==> src/rtl/pin_irq_sense.sv <==
module pin_irq_sense #(
  parameter int NUM_PORTS = 4,
  parameter int ADDR_W    = 6
) (
  input  logic                       clk,
  input  logic                       rst_n,
  input  logic [NUM_PORTS*16-1:0]    pin_i,
  input  logic [ADDR_W-1:0]          bus_addr,
  input  logic                       bus_we,
  input  logic [31:0]                bus_wdata,
  output logic [31:0]                bus_rdata,
  output logic                       irq_o
);
  localparam int PORT_W  = 16;
  localparam int HALF_W  = PORT_W / 2;
  localparam int VEC_W   = 2 * PORT_W;
  localparam int NBYTES  = VEC_W / HALF_W;
  localparam int PIN_W   = NUM_PORTS * PORT_W;
  localparam int WORD_W  = ADDR_W - 2;

  localparam logic [WORD_W-1:0] W_MSET = WORD_W'(0);
  localparam logic [WORD_W-1:0] W_MCLR = WORD_W'(1);
  localparam logic [WORD_W-1:0] W_REQ  = WORD_W'(2);
  localparam logic [WORD_W-1:0] W_ASGN = WORD_W'(3);
  localparam logic [WORD_W-1:0] W_ESET = WORD_W'(4);
  localparam logic [WORD_W-1:0] W_ECLR = WORD_W'(5);
  localparam logic [WORD_W-1:0] W_ISET = WORD_W'(6);
  localparam logic [WORD_W-1:0] W_ICLR = WORD_W'(7);
  localparam logic [WORD_W-1:0] W_SNS  = WORD_W'(8);

  logic [PIN_W-1:0] sync1_q, sync2_q;
  logic [VEC_W-1:0] mask_q, edge_q, inv_q, req_q, prev_q;
  logic [VEC_W-1:0] asgn_q;
  logic [VEC_W-1:0] routed, sensed, edge_hit, level_hit, w1c;
  logic [WORD_W-1:0] word;
  logic unused_addr_bits;

  assign word             = bus_addr[ADDR_W-1:2];
  assign unused_addr_bits = ^bus_addr[1:0];

  always_comb begin
    routed = '0;
    for (int b = 0; b < NBYTES; b++)
      for (int p = 0; p < NUM_PORTS; p++)
        if (asgn_q[b*HALF_W +: HALF_W] == HALF_W'(p))
          routed[b*HALF_W +: HALF_W] = sync2_q[p*PORT_W + (b%2)*HALF_W +: HALF_W];
  end

  assign sensed    = routed ^ inv_q;
  assign edge_hit  = edge_q & sensed & ~(prev_q ^ inv_q);
  assign level_hit = ~edge_q & sensed;
  assign w1c       = (bus_we && word == W_REQ) ? bus_wdata : '0;
  assign irq_o     = |(req_q & mask_q);

  always_ff @(posedge clk or negedge rst_n) begin
    if (!rst_n) begin
      sync1_q <= '0;
      sync2_q <= '0;
      prev_q  <= '0;
      req_q   <= '0;
      mask_q  <= '0;
      edge_q  <= '0;
      inv_q   <= '0;
      asgn_q  <= '0;
    end else begin
      sync1_q <= pin_i;
      sync2_q <= sync1_q;
      prev_q  <= routed;
      req_q   <= (req_q & ~w1c) | edge_hit | level_hit;
      if (bus_we) begin
        case (word)
          W_MSET:  mask_q <= mask_q | bus_wdata;
          W_MCLR:  mask_q <= mask_q & ~bus_wdata;
          W_ESET:  edge_q <= edge_q | bus_wdata;
          W_ECLR:  edge_q <= edge_q & ~bus_wdata;
          W_ISET:  inv_q  <= inv_q | bus_wdata;
          W_ICLR:  inv_q  <= inv_q & ~bus_wdata;
          W_ASGN:  asgn_q <= bus_wdata;
          default: ;
        endcase
      end
    end
  end

  always_comb begin
    case (word)
      W_MSET, W_MCLR: bus_rdata = mask_q;
      W_ESET, W_ECLR: bus_rdata = edge_q;
      W_ISET, W_ICLR: bus_rdata = inv_q;
      W_REQ:          bus_rdata = req_q;
      W_ASGN:         bus_rdata = asgn_q;
      W_SNS:          bus_rdata = sensed;
      default:        bus_rdata = '0;
    endcase
  end

  AST_REQ_ONLY_W1C: assert property (@(posedge clk) disable iff (!rst_n) !(bus_we && word == W_REQ) |=> ((req_q & $past(req_q)) == $past(req_q)));
  AST_LEVEL_STICKS: assert property (@(posedge clk) disable iff (!rst_n) 1'b1 |=> ((req_q & $past(level_hit)) == $past(level_hit)));
  AST_EDGE_BEATS_CLR: assert property (@(posedge clk) disable iff (!rst_n) 1'b1 |=> ((req_q & $past(edge_hit)) == $past(edge_hit)));
  AST_MASK_SET: assert property (@(posedge clk) disable iff (!rst_n) (bus_we && word == W_MSET) |=> ((mask_q & $past(bus_wdata)) == $past(bus_wdata)));
  AST_MASK_CLR: assert property (@(posedge clk) disable iff (!rst_n) (bus_we && word == W_MCLR) |=> ((mask_q & $past(bus_wdata)) == '0));
  AST_ASSIGN_WR: assert property (@(posedge clk) disable iff (!rst_n) (bus_we && word == W_ASGN) |=> (asgn_q == $past(bus_wdata)));
  AST_IRQ_QUIET: assert property (@(posedge clk) disable iff (!rst_n) (mask_q == '0) |-> !irq_o);
endmodule

==> config.mk <==
export PLATFORM = sky130hd
export DESIGN_NAME = pin_irq_sense
export DESIGN_NICKNAME = d
export VERILOG_FILES = /design/src/rtl/pin_irq_sense.sv
export SDC_FILE = /design/constraint.sdc
export NUM_CORES = 1
export LEC_CHECK = 0
export ABC_AREA = 0
export BUFFER_PORTS_ARGS = -buffer_cell sky130_fd_sc_hd__buf_4
export CORE_ASPECT_RATIO = 1.4
export CORE_MARGIN = 2
export CORE_UTILIZATION = 55
export DETAILED_ROUTE_END_ITERATION = 10
export GPL_TIMING_DRIVEN = 0
export PLACE_DENSITY = 0.76
export RECOVER_POWER = 25
export SYNTH_ARGS = -nofsm -noshare
export SYNTH_HDL_FRONTEND = slang
export SYNTH_SLANG_ARGS = --single-unit
==> constraint.sdc <==
create_clock -name clk -period 2.4 [get_ports clk]
set_input_delay 0.12 -clock clk [delete_from_list [all_inputs] [get_ports clk]]
set_output_delay 0.12 -clock clk [all_outputs]
set_load 0.02 [all_outputs]
# After elaboration in Yosys (flattened, before gate mapping)
# Index checks and enable logic that the tools add are counted.
dict set report totals {
  register_bits 320
  wordCells 85
}
dict set report op_classes {
  reduce_logical 17
  n_eq_ne 20
  muxes 21
  bitwise 19
}
# operator n
set ops {}
lappend ops {{AND 32 bit} 8}
lappend ops {{case mux 32 bit (2 select lines)} 3}
lappend ops {{case mux 32 bit (6 select lines)} 1}
lappend ops {{OR 32 bit} 5}
lappend ops {{two-way mux 8 bit} 16}
lappend ops {{NOT 32 bit} 4}
lappend ops {{== test 8 x 2 -> 1 bit (second input constant)} 8}
lappend ops {{XOR 32 bit} 2}
lappend ops {{== test 8 x 1 -> 1 bit (second input constant)} 4}
lappend ops {{logical NOT 8 bit} 4}
lappend ops {{two-way mux 32 bit} 1}
lappend ops {{OR reduction 32 bit} 1}
lappend ops {{== test 4 x 3 -> 1 bit (second input constant)} 4}
lappend ops {{== test 4 x 2 -> 1 bit (second input constant)} 2}
lappend ops {{AND reduction 2 bit} 4}
lappend ops {{nonzero test 2 bit} 3}
lappend ops {{OR reduction 2 bit} 3}
lappend ops {{== test 4 x 1 -> 1 bit (second input constant)} 1}
lappend ops {{== test 4 bit (second input constant)} 1}
lappend ops {{logical NOT 4 bit} 1}
lappend ops {{logical AND 1 bit} 1}

# Depth between registers and ports, before layout
# Gate-level depths: netlist (run 1).
dict set report logic_depth {
  depth_word 10
  depth_mapped 8
  ltp_nobuf 5
}

# Least setup slack after synthesis (run 1)
# OpenSTA, ideal clock, no wires.
dict set report synth_path {
  path_type {reg2out}
  startpoint {reg asgn_q[0]}
  endpoint {out bus_rdata[0]}
  t_required_ns 2.280
  path_slack_ns 0.311
  stages_incl_launch_ff 7
  t_arrival_ns 1.969
  path_cell_list {dfrtp_1 buf_4 mux4_2 and3_1 clkbuf_1 xnor2_1 o21ai_0}
}
dict set report synth_between {
  elab_chain_len 7
  word_cells_on_any_way 10
}
# item line
set synth_rtl {}
lappend synth_rtl {{start: declaration} 33} ;# logic [VEC_W-1:0] asgn_q;
lappend synth_rtl {{start signal: assignment} 78} ;# W_ASGN: asgn_q <= bus_wdata;
lappend synth_rtl {{logical NOT 8 bit} 45} ;# if (asgn_q[b*HALF_W +: HALF_W] == HALF_W'(p))
lappend synth_rtl {{two-way mux 8 bit (3 in a row)} 45}
lappend synth_rtl {{two-way mux 8 bit *} 45}
lappend synth_rtl {{via routed[0]} 34} ;# logic [VEC_W-1:0] routed, sensed, edge_hit, level_hit, w1c;
lappend synth_rtl {{XOR 32 bit *} 49} ;# assign sensed = routed ^ inv_q;
lappend synth_rtl {{case mux 32 bit (6 select lines) *} 86} ;# case (word)
lappend synth_rtl {{end: declaration} 11} ;# output logic [31:0] bus_rdata,
# The timed path passes the listed nets; every way through them passes the cells marked *.

# Final worst setup path (run 1)
dict set report layout_path {
  startpoint {reg asgn_q[3]}
  endpoint {out bus_rdata[4]}
}
dict set report layout_between {
  elab_chain_len 7
  word_cells_on_any_way 10
}
# item line
set layout_rtl {}
lappend layout_rtl {{logical NOT 8 bit} 45}
lappend layout_rtl {{two-way mux 8 bit (3 in a row)} 45}
lappend layout_rtl {{two-way mux 8 bit *} 45}
lappend layout_rtl {{XOR 32 bit *} 49}
lappend layout_rtl {{case mux 32 bit (6 select lines) *} 86}
# Every way passes the cells marked *; elsewhere a longest branch is shown, timed or not.

==> results by group, run 1 <==
Yosys
  – Post-synth top area share: 58.6%
  – EDFF count, synth: 0
  – Async S/R FF share, synth: 100%
  – Synth Flop Type: dfrtp_1
  – Mapped cell area: 0.0137 mm^2
  – Leading area contributor after synthesis: dfrtp_1
  – Mapped Cells: roughly 1200
  – Yosys warning total: 0
  – Count of cell types in the netlist: 43
  – Mean Syn Cell Area: 11.3 um^2
  – Most area-consuming cells after synthesis: dfrtp_1, nand2_1, o21ai_0
  – Post-synthesis net count: 1311
  – Seq/Total Area, Yosys: 58.6%
  – Post-synth top cells: dfrtp_1, nand2_1, o21ai_0, mux2i_1, clkbuf_1
  – Most instantiated library cell after synthesis: dfrtp_1
  – Synth Register Bits: 320

Hold path
  – Min-Delay Path Class: input pin to flip-flop

Worst setup path
  – CP endpoint kind: output pin
  – Crit path kind: flip-flop to output pin
  – CP Launch Type: flip-flop
  – Crit path DAT: 2470 ps
  – Crit-path max FO: 8
  – WP data required: 2280 ps

Global route
  – Initial antenna violation count: 0
  – Gr busiest metal: met2
  – Largest net degree at the start of global routing: roughly 130
  – GR Util met3: 5.50%
  – GR Overflow Total: 0
  – First-pass GRT wire length: 65800 um
  – Grt met2 use: 55.4%
  – M1 GR Usage: between 40% and 50%
  – Vias in the first global route: 11644
  – Gr usage total: 33.5%

Place
  – Placed Cells: between 1500 and 2000
  – Hpwl dp: 27200 um
  – Gpl congestion: 0.968
  – # port buffers: 134

Floorplanning
  – Die W: 137 um
  – Initial Utilization: 55.6%
  – Total die area: ~0.026 mm^2
  – Core area: roughly 0.025 mm^2
  – Row count: slightly below 70
  – Die height: about 190 um
  – Ports: 138

STA
  – RSZ-0062 raised after global routing: yes
  – Final max-slew violation count: 73
  – Clk_skew: roughly 30 ps
  – Final WS setup: -190 ps
  – Rel. slew slack: -28.4%
  – Setup violators final: 26
  – Fin. Hold Viols: 0
  – Final min period: approximately 2600 ps
  – Fmax: 0.386 GHz
  – Least-Margin Pin Slew: 1930 ps
  – Tcrit/Tclk final: 108%

Power
  – Peak supply drop: 0.650 mV
  – Pwr/cell area: 862 mW/mm^2
  – Leak: 0.00808 uW

Finish
  – Area Overhead vs Synth: 31.8%
  – Fin cells: 1828
  – Share of cells above drive strength 1: a little over a quarter
  – Layout Nets: 1595
  – Util after Layout: 73.3%
  – Diodes inserted: 0

Clock tree
  – Maximum buffer depth of the clock tree: 3
  – CTS Root Cell: clkbuf_16
  – Num CTS Buffers: 30
  – Clock latency on the worst-skew pair: between 500 and 600 ps
  – H-tree levels: 1
  – CTS clk-pin slew, worst paths: around 70 ps
  – Clk sinks: 320
  – CTS tree: done

Detailed routing
  – DR vias: 11284
  – Vias/cell: about 6
  – Drt wl/cell: ~23 um
  – Drt total wl: 42400 um
  – Starting DRT DRC Count: ~1100
  – DR DRC count: 0
  – Pre-antenna DRT Iters: 8
  – Post-DRT Antenna Nets: 0

Status
  – Status: finished, violations left
  – Violated checks: max-capacitance violations, max-slew violations, negative setup slack

Flow run
  – Max-Cap Viols: 1
[stage by stage]
stage | setup TNS (ps) | cell area [um^2] | setup WS, ps | hold WS (ps) | power, uW
2_1_floorplan | 0 | 13700 | 311 | -176 | 8430
3_3_place_gp | -494670 | 15100 | -1570 | 229 | 9490
3_5_place_dp | -3610 | 15100 | -353 | 128 | 9630
4_1_cts | -2110 | 17900 | -184 | 14.1 | 15400
5_1_grt | -3560 | 18000 | -253 | 88.1 | 16100
6_report | -1730 | 18000 | -190 | 64.0 | 15500
[power breakdown]
group / internal (uW) / total [uW] / switching [uW] / leakage (uW)
logic: 1680 / 3320 / 1630 / 0.00376
registers: 6140 / 7020 / 876 / 0.00379
clock network: 3110 / 5200 / 2090 / 0.000532
[critical path: stages (launching register included)]
cell and delay (ps):
dfrtp_1 430, nor4_4 300, buf_6 180, nand2_4 60, or4_4 520, o21ai_1 90
a211o_1 200, buf_6 140
[per-layer routing]
| layer | part of all wire [%] | wire length [um] |
|---|---|---|
| met1 | 36 | 15400 |
| met2 | 50 | 21400 |
| met3 | 7.7 | 3270 |
| met4 | 5.7 | 2400 |
| met5 | 0 | 0 |
[placed cells by master (no fill, tap or decap), drive strengths merged, types with 5 or more instances in the layout]
cell type / instances
dfrtp: 320
nand2: 230
o21ai: 157
clkbuf: 143
buf: 139
dlygate4sd3: 98
mux2i: 65
nor2: 42
inv: 36
a21oi: 34
mux2: 33
mux4: 32
a221o: 32
and3: 31
a222oi: 29
xnor2: 25
a22oi: 16
clkinv: 8
bufinv: 6
a31oi: 5
nand3: 5
[path summary, 6_finish.rpt]
check | startpoint | endpoint | slack, ps | depth (start not counted)
worst min-delay path | bus_addr[5] | flip-flop | 60 | 4
worst max register to register | asgn_q[8]$_DFFE_PN0P_ | req_q[8]$_DFF_PN0_ | 400 | 6
worst max-delay path | asgn_q[3]$_DFFE_PN0P_ | bus_rdata[4] | -190 | 7
worst min register to register | sync1_q[57]$_DFF_PN0_ | sync2_q[57]$_DFF_PN0_ | 340 | 0
max in group asynchronous | rst_n | asgn_q[2]$_DFFE_PN0P_ | 300 | 3
min in group asynchronous | rst_n | sync1_q[11]$_DFF_PN0_ | 640 | 2
[kinds of logic after synthesis]
kind of cell | count (synthesis) | synth area share (%)
simple gates | 328 | 10.3
mux | 130 | 12.7
flops | 320 | 58.6
xor+xnor | 26 | 1.67
compound gates | 279 | 12.9
buf+inv | 123 | 3.82
[timing repair]
action	4_1_cts	5_1_grt
gates resized for setup	145	37
hold buffers	98	0
buffers inserted	31	17
endpoints found under the hold margin	296	0
pin swaps	30	28
gates cloned	3	0
setup endpoints to repair	42	32
[cell type report]
cell class | count | area, um^2
clock inverter | 14 | 243
timing repair buffer | 281 | 2510
fill | 1592 | 6560
multi-input combinational | 763 | 5570
clock buffer | 41 | 842
buffer | 58 | 307
inverter | 36 | 135
tap | 315 | 394
sequential | 320 | 8020
Note: power is estimated with default switching activity, not from simulation.
==> run 2: changes to the inputs <==
ABC_AREA = 1   (was 0)
PLACE_DENSITY = 0.83   (was 0.76)
==> results by group, run 2 <==
Floorplanning
  – Core area: 0.0259 mm^2
  – Row count: 70
  – Die height: 195 um
  – Initial Utilization: 55.4%
  – Die W: around 140 um
  – Total die area: 0.0274 mm^2
  – Ports: 138

Yosys
  – Seq/Total Area, Yosys: 55.8%
  – Most instantiated library cell after synthesis: nand2_1
  – Synth Flop Type: dfrtp_1
  – Post-synth top area share: 55.8%
  – Leading area contributor after synthesis: dfrtp_1
  – Post-synth top cells: nand2_1, dfrtp_1, inv_1, nand3_1, o21ai_0
  – Most area-consuming cells after synthesis: dfrtp_1, nand2_1, nand3_1
  – Mapped cell area: about 0.014 mm^2
  – Synth Register Bits: 320
  – Post-synthesis net count: 1772
  – Yosys warning total: 0
  – Async S/R FF share, synth: 100%
  – Count of cell types in the netlist: 34
  – Mapped Cells: 1667
  – EDFF count, synth: 0
  – Mean Syn Cell Area: 8.61 um^2

Hold path
  – Min-Delay Path Class: input pin to flip-flop
  – Hold depth: 5

STA
  – Rel. slew slack: 34.0%
  – Setup violators final: 30
  – Final WS setup: -262 ps
  – Tcrit/Tclk final: 111%
  – Clk_skew: 10.0 ps
  – Fmax: 0.376 GHz
  – Fin. Hold Viols: 0
  – Final min period: 2660 ps
  – Final max-slew violation count: 0
  – RSZ-0062 raised after global routing: yes
  – Least-Margin Pin Slew: 989 ps

Place
  – # port buffers: 133
  – Hpwl dp: 30700 um
  – Post-DP Area: 0.0158 mm^2
  – Gpl congestion: 0.943
  – Pre-CTS setup slack: 355 ps

Detailed routing
  – DR vias: 15052
  – Post-DRT Antenna Nets: 0
  – Pre-antenna DRT Iters: 7
  – Drt wl/cell: 22.9 um
  – DR DRC count: 0
  – Drt total wl: ~55000 um
  – Starting DRT DRC Count: about 1900
  – Vias/cell: 6.31

Global route
  – Largest net degree at the start of global routing: 130
  – First-pass GRT wire length: 76500 um
  – Initial antenna violation count: 0
  – Gr usage total: 35.9%
  – GR Overflow Total: 0
  – Vias in the first global route: 14615

Finish
  – Final instance area: 0.0198 mm^2
  – Commonest non-fill, non-tap cell in the layout: dfrtp_1
  – Layout Nets: roughly 2100
  – Share of cells above drive strength 1: 29.7%
  – Area Overhead vs Synth: 38.1%
  – Most frequent cells in the layout: dfrtp_1, nand2_1, inv_1, buf_4, nand2_2
  – Diodes inserted: 0
  – Fillcell total: 1532

Power
  – Peak supply drop: 0.711 mV
  – Pwr/cell area: 859 mW/mm^2
  – Pwr Total: 17000 uW
  – Leak: 0.00957 uW

Worst setup path
  – CP delay by family, top: simple AND/OR/NAND/NOR gates
  – Crit-path max FO: 8
  – Crit-path slowest cell: dfrtp_2
  – Slowest stage delay, CP: around 450 ps
  – Buf+Inv Stages, Crit Path: 2
  – WP data required: ~2300 ps
  – Worst-case reg-to-reg path depth: 14
  – Crit path DAT: 2540 ps
  – RR Endpoint: prev_q[0]$_DFF_PN0_
  – Crit path kind: flip-flop to output pin
  – Worst path depth: 9
  – CP Launch Type: flip-flop
  – Start point of the critical path: asgn_q[19]$_DFFE_PN0P_
  – Flop-to-flop setup slack: -140 ps
  – Setup crit end: bus_rdata[21]
  – Crit-path cells: nor2_4 > nand2_4 > nor3_4 > buf_6 > nand2_1 > nand3_1 > nand3_1 > nand2_2 > buf_6
  – Reg2reg start: asgn_q[7]$_DFFE_PN0P_
  – CP endpoint kind: output pin

Clock tree
  – Clk sinks: 320
  – Maximum buffer depth of the clock tree: 3
  – H-tree levels: 1
  – CTS clk-pin slew, worst paths: 70 ps
  – Num CTS Buffers: 30
  – CTS Root Cell: clkbuf_16
  – CTS tree: done
  – Clock latency on the worst-skew pair: 590 ps

Flow run
  – Max-Cap Viols: 0

Status
  – Violated checks: negative setup slack
  – Status: finished, violations left
==> run 2: power breakdown <==
part	switching (uW)	total (uW)	internal, uW
Clock	2260	5430	3180
Combinational	2980	4900	1920
Sequential	546	6690	6140
==> run 2: logic make-up after synthesis <==
group / Yosys count / synth area share, %
buf+inv: 273 / 7.79
compound gates: 379 / 14.9
simple gates: 695 / 21.6
flops: 320 / 55.8
==> run 2: cell type report <==
| type | instances | area, um^2 | share of cell area [%] |
|---|---|---|---|
| timing repair buffer | 338 | 2990 | 15.1 |
| tap | 324 | 405 | 2.04 |
| multi-input combinational | 1077 | 6150 | 31.0 |
| clock buffer | 33 | 803 | 4.05 |
| inverter | 220 | 846 | 4.27 |
| clock inverter | 22 | 312 | 1.57 |
| sequential | 320 | 8010 | 40.4 |
| buffer | 53 | 299 | 1.51 |
==> run 2: worst min path at each step <==
stage,start,endpoint,slack (ps)
final,bus_addr[4],flip-flop,50
after global placement,pin_i[61],sync1_q[61]$_DFF_PN0_,230
after CTS,bus_addr[4],flip-flop,40
after global routing,bus_addr[4],flip-flop,100
after floorplan,rst_n,async pin,-180
after detailed placement,rst_n,async pin,100
==> run 2: per-layer routing <==
layer / up-vias / global-route usage [%] / share of wire [%]
li1: 6287 / - / -
met1: 7021 / 41.7 / 32
met2: 1290 / 59.6 / 47
met3: 454 / 6.60 / 11
met4: 0 / 26.4 / 9.9
met5: - / 0 / 0
==> run 2: repair_timing <==
action / 4_1_cts / 5_1_grt
setup endpoints to repair: 32 / 37
pin swaps: 36 / 72
hold buffers: 100 / 0
gates resized for setup: 114 / 193
buffers inserted: 71 / 31
endpoints found under the hold margin: 289 / 0
gates cloned: 0 / 4
==> run 2: through the flow <==
step / utilization (%) / TNS, ps / hold slack [ps] / std cells
after CTS: 72.7 / -280 / 37.1 / 2352
after floorplan: - / 0 / -176 / 1667
final: 76.5 / -1940 / 48.0 / 2387
after global placement: 60.8 / -498880 / 229 / 2124
after detailed placement: 61.0 / 0 / 103 / 2126
after global routing: 76.5 / -3830 / 105 / 2387
==> run 2: worst reg2reg max path, cell delays in order (launching register included) <==
cell and delay (ps):
dfrtp_1 410, nor2_2 170, nand2_4 140, nor2_2 250, o211ai_1 160, nand2_2 140
nand2_2 100, buf_4 150, buf_4 140, buf_4 170, buf_4 150, buf_4 120
buf_4 130, buf_4 130, buf_4 120
